===== src/rtl/cluster_pwr_seq.sv =====
module cluster_pwr_seq #(
  parameter int NCORE       = 3,
  parameter int GAP_S       = 10,
  parameter int GAP_L       = 20,
  parameter int CLK_WAIT    = 1000,
  parameter int WFI_TIMEOUT = 4096
) (
  input  logic             clk,
  input  logic             rst_n,
  input  logic             up_req,
  input  logic             down_req,
  input  logic             pm_ready,
  input  logic             l2_wfi,
  output logic [NCORE-1:0] core_rst_n,
  output logic [NCORE-1:0] core_por_n,
  output logic             dbgbus_rst_n,
  output logic [NCORE-1:0] trace_rst_n,
  output logic [NCORE-1:0] dbg_rst_n,
  output logic             l2_rst_n,
  output logic             l2_rst_dis,
  output logic             snoop_inact,
  output logic             clus_gate,
  output logic [NCORE-1:0] core_gate,
  output logic [NCORE-1:0] core_sw_en,
  output logic             clk_req,
  output logic             done,
  output logic             err
);
  localparam int M1   = (GAP_S > GAP_L) ? GAP_S : GAP_L;
  localparam int M2   = (CLK_WAIT > WFI_TIMEOUT) ? CLK_WAIT : WFI_TIMEOUT;
  localparam int TW   = $clog2(((M1 > M2) ? M1 : M2) + 1);
  localparam logic [TW-1:0] T_S  = TW'(GAP_S - 1);
  localparam logic [TW-1:0] T_L  = TW'(GAP_L - 1);
  localparam logic [TW-1:0] T_C  = TW'(CLK_WAIT - 1);
  localparam logic [TW-1:0] T_TO = TW'(WFI_TIMEOUT - 1);

  localparam logic [3:0] IDLE = 4'd0, U_CORE = 4'd1, U_POR = 4'd2, U_CLUS = 4'd3,
                         U_CLK = 4'd4, U_GATE = 4'd5, U_REL = 4'd6, D_WFI = 4'd7,
                         D_CORE = 4'd8, D_POR = 4'd9, D_CLUS = 4'd10, D_GATE = 4'd11,
                         D_SW = 4'd12;

  logic [3:0]    st;
  logic [TW-1:0] tmr;
  logic          clus_n;
  logic          idle, start;

  assign idle         = (st == IDLE);
  assign start        = idle && (up_req || down_req);
  assign dbgbus_rst_n = clus_n;
  assign l2_rst_n     = clus_n;
  assign trace_rst_n  = {NCORE{clus_n}};
  assign dbg_rst_n    = {NCORE{clus_n}};

  always_ff @(posedge clk or negedge rst_n) begin
    if (!rst_n) begin
      st <= IDLE; tmr <= '0;
      core_rst_n <= '1; core_por_n <= '1; clus_n <= 1'b1;
      l2_rst_dis <= 1'b1; snoop_inact <= 1'b0;
      clus_gate <= 1'b0; core_gate <= '0; core_sw_en <= '1;
      clk_req <= 1'b1; done <= 1'b0; err <= 1'b0;
    end else begin
      done <= 1'b0;
      err  <= 1'b0;
      if (st == IDLE) begin
        if (start) begin
          if (!pm_ready) err <= 1'b1;
          else if (up_req) begin
            core_rst_n <= '0; st <= U_CORE; tmr <= T_S;
          end else begin
            snoop_inact <= 1'b1; st <= D_WFI; tmr <= '0;
          end
        end
      end else if (st == D_WFI) begin
        if (l2_wfi) begin
          core_rst_n <= '0; st <= D_CORE; tmr <= T_S;
        end else if (tmr == T_TO) begin
          err <= 1'b1; st <= IDLE;
        end else tmr <= tmr + TW'(1);
      end else if (tmr != '0) begin
        tmr <= tmr - TW'(1);
      end else begin
        case (st)
          U_CORE: begin core_por_n <= '0; st <= U_POR; tmr <= T_S; end
          U_POR:  begin clus_n <= 1'b0; st <= U_CLUS; tmr <= T_S; end
          U_CLUS: begin l2_rst_dis <= 1'b0; clk_req <= 1'b1; st <= U_CLK; tmr <= T_C; end
          U_CLK:  begin snoop_inact <= 1'b1; clus_gate <= 1'b0; st <= U_GATE; tmr <= T_L; end
          U_GATE: begin snoop_inact <= 1'b0; clus_n <= 1'b1; st <= U_REL; tmr <= T_L; end
          U_REL:  begin done <= 1'b1; st <= IDLE; end
          D_CORE: begin core_por_n <= '0; st <= D_POR; tmr <= T_S; end
          D_POR:  begin clus_n <= 1'b0; st <= D_CLUS; tmr <= T_S; end
          D_CLUS: begin clus_gate <= 1'b1; core_gate <= '1; st <= D_GATE; tmr <= T_L; end
          D_GATE: begin core_sw_en <= '0; st <= D_SW; tmr <= '0; end
          D_SW:   begin clk_req <= 1'b0; done <= 1'b1; st <= IDLE; end
          default: st <= IDLE;
        endcase
      end
    end
  end
endmodule


===== config.mk =====
export PLATFORM = sky130hd
export DESIGN_NAME = cluster_pwr_seq
export DESIGN_NICKNAME = d
export VERILOG_FILES = /design/src/rtl/cluster_pwr_seq.sv
export SDC_FILE = /design/constraint.sdc
export NUM_CORES = 1
export LEC_CHECK = 0
export BUFFER_PORTS_ARGS = -buffer_cell sky130_fd_sc_hd__buf_4
export CORE_AREA = 2 2 54 107
export CTS_BUF_LIST = sky130_fd_sc_hd__clkbuf_4 sky130_fd_sc_hd__clkbuf_8
export CTS_CLUSTER_DIAMETER = 150
export DETAILED_ROUTE_END_ITERATION = 16
export DIE_AREA = 0 0 56 109
export GPL_TIMING_DRIVEN = 0
export SETUP_SLACK_MARGIN = 0.5
export SYNTH_ARGS = -nofsm -noshare
export SYNTH_HDL_FRONTEND = slang
export SYNTH_SLANG_ARGS = --single-unit

===== constraint.sdc =====
create_clock -name clk -period 2.6 [get_ports clk]
set_clock_uncertainty 0.15 [all_clocks]
set_input_delay 0.26 -clock clk [delete_from_list [all_inputs] [get_ports clk]]
set_output_delay 0.26 -clock clk [all_outputs]
set_load 0.01 [all_outputs]

==> run summary <==
Tot GR Track Use: 23.5%
Post-Place Cells: 365
EDFF count, synth: 0
Clock period minus worst slack: 2160 ps
Io pins: 32
Flop pwr share: 23.3%
Die Area: 6100 µm²
Critical path's slowest cell: dfrtp_2
CTS H-tree lvls: 1
Antenna violations before repair: 0
Leak Pwr: 1.29 nW
Final antenna diode count: 0
Slew HR: 63.6%
Status: complete, no violations
Clock share of power: 12.7%
# DRC: 0
CTS tree: done
Tcrit/Tclk final: 82.9%
CP most frequent cell: buf_6
Clock insertion delay at the later pin of the skew report: 290 ps
Clock sinks: 28
Nature of the critical path endpoint: flip-flop
Warnings from Yosys: 0
Pwr dens: 943 nW/µm²
Fraction of layout cells with a size suffix above 1: 38.8%
Syn nets: 282
CP cell instances: inv_2, ha_4, nor4b_4, buf_6, nand4_1, a2bb2oi_4, and2_4, buf_6, a32o_1
Hold Vio Cnt, Final: 0
RSZ-0062 raised after global routing: true
Fmax achieved: 464 MHz
FP Rows: 38
CP Max Fanout: 6
Synth top area cells: dfrtp_1 (24%), dfstp_2 (6.9%), buf_4 (5.9%), nor2_1 (4.4%), nand2_1 (3.9%)
Port Buffers: 31
Ys flop type: dfrtp_1
Crit path launch type: flip-flop
Setup Viol. Count Final: 0
Crit path largest cell delay: 440 ps
Num CTS Buffers: 3
Max-slew violation total from the final report: 0
Comb power frac: 63.9%
Worst-Margin Slew: 545 ps
DR iter-0 viols: 93
Worst EP required: 2630 ps
Largest register FFs: 13
DIE WIDTH: 56 µm
Final wirelength: 7090 µm
Fin nets: 336
Maximum vdd drop: 0.000752 V
Net Sw Power: 1.30 mW
Post-synth ARST share: 100%
Clock tree root buffer cell: clkbuf_8
Clock-pin slew on the worst setup and hold paths: 110 ps
Max Root-Sink Buffers: 2
Mapped Area: 2300 µm²
Max cap viols: 0
DR vias/cell: 6.09
Most common cell in the netlist: nor2_1
Largest net degree at the start of global routing: 29
Worst setup path class: flip-flop to flip-flop
Fin Setup TNS: 0 ps
Area grow syn2layout: 31.5%
DRT antenna net count: 0
Hold Path Class: primary input to flip-flop
Vias: 2357
Starting Density: 43.1%
Top reg by flops: tmr
Internal power: 1.54 mW
Yosys top cell by area: dfrtp_1
Vert. Die Dim: 109 µm
Mean Syn Cell Area: 8.38 µm²
Share of Yosys cell area claimed by the top area cell type: 24.0%
First-pass DRT Iterations: 4
Crit path DAT: 2190 ps
Syn Inst Count: 274
Synth cell count leaders: nor2_1 (27), nand2_1 (24), dfrtp_1 (22)
Register area share after synthesis: 30.8%
First-pass GRT wire length: 11400 µm
Sw frac: 45.8%
Post-synth cell types: 71
#FFs+latches synth: 28
Gpl congestion: 0.900
Core area: 5330 µm²
Routed wire per std cell: 18.3 µm
Final cell count without fillers: 387
Total global routing overflow: 0
Vias in the first global route: 2294
DP HPWL: 4740 µm
Top Registers: tmr (13), st (4)
[cell type report]
cell class,count,area (µm²)
clock buffer,3,41.3
timing repair buffer,48,372
sequential,28,711
clock inverter,1,30.0
tap,60,75.1
inverter,8,30.0
multi-input combinational,203,1500
fill,489,2310
buffer,36,265
[path summary, 6_finish.rpt]
kind	from	endpoint	slack, ps	cells after the start
max in group asynchronous	rst_n	l2_rst_dis	1730	2
setup reg to reg	tmr[0]	tmr[7]	440	9
hold / removal	pm_ready	err	10	2
min in group asynchronous	rst_n	core_gate[0]	260	2
hold reg to reg	l2_rst_dis	l2_rst_dis	320	1
setup / recovery	tmr[0]	tmr[7]	440	9
[routing by layer]
metal	share of wire, %	track usage [%]
met1	42	29.5
met2	50	40.5
met3	4.2	1.78
met4	3.0	10.7
met5	0	0
[stage by stage]
stage / total power [mW] / hold WS (ps) / instance area [µm²] / worst slack (ps) / util [%]
floorplan: 1.77 / -186 / 2300 / 503 / -
global placement: 2.09 / 52.4 / 2600 / 103 / 48.9
detailed placement: 2.10 / 58.9 / 2600 / 57.8 / 48.9
CTS: 2.67 / 12.9 / 2880 / 427 / 54.1
global route: 3.04 / 20.0 / 3020 / 356 / 56.7
finish: 2.85 / 11.1 / 3020 / 443 / 56.7
[logic make-up after synthesis]
kind of cell	Yosys count	synth area share [%]
compound gates	80	25.8
xor+xnor	8	3.05
fa+ha+maj	2	1.09
buf+inv	44	11.2
flops	28	30.8
mux	1	0.490
simple gates	111	27.5
[cells in the final DEF, fill, tap and decap left out, types with 3 or more instances in the layout]
master and count:
buf_2 4, nand2_1 22, o22ai_1 6, a31oi_1 6, xnor2_1 6, nand4_1 5, o31ai_1 5, a22o_1 3
o21ai_1 3, clkbuf_8 4, nor3_1 9, buf_6 6, nand2_2 3, inv_1 6, o32ai_1 3, dfrtp_1 20
dfstp_2 6, a32o_1 4, nor4_4 3, a21oi_1 10, o211ai_1 3, a21o_1 4, nand3_1 11, nor2_1 24
dlygate4sd3_1 3, buf_4 63, o21ai_0 10
[critical path, delay by kind of cell (launching register included)]
kind | cells | cell delay (ps)
adder cells (fa/ha/maj) | 1 | 130
AND/OR/NAND/NOR | 3 | 520
buffers and inverters | 3 | 360
AO/OA/AOI/OAI | 2 | 430
flip-flops | 1 | 440
[power groups by stage]
stage	clock network [mW]	logic [mW]	registers, mW
2_1_floorplan	0	1.13	0.645
3_5_place_dp	0	1.43	0.666
3_3_place_gp	0	1.42	0.666
4_1_cts	0.366	1.64	0.662
6_report	0.362	1.82	0.664
5_1_grt	0.381	1.98	0.679
[timing repair]
item                                   CTS  global route
cloned                                   0             1
buffers inserted                         8             6
hold buffers                             3             0
pin swaps                                4            10
resized for setup                       28            25
endpoints found under the hold margin   23             0
setup endpoints to repair               24            19
Note: power is estimated with default switching activity, not from simulation.
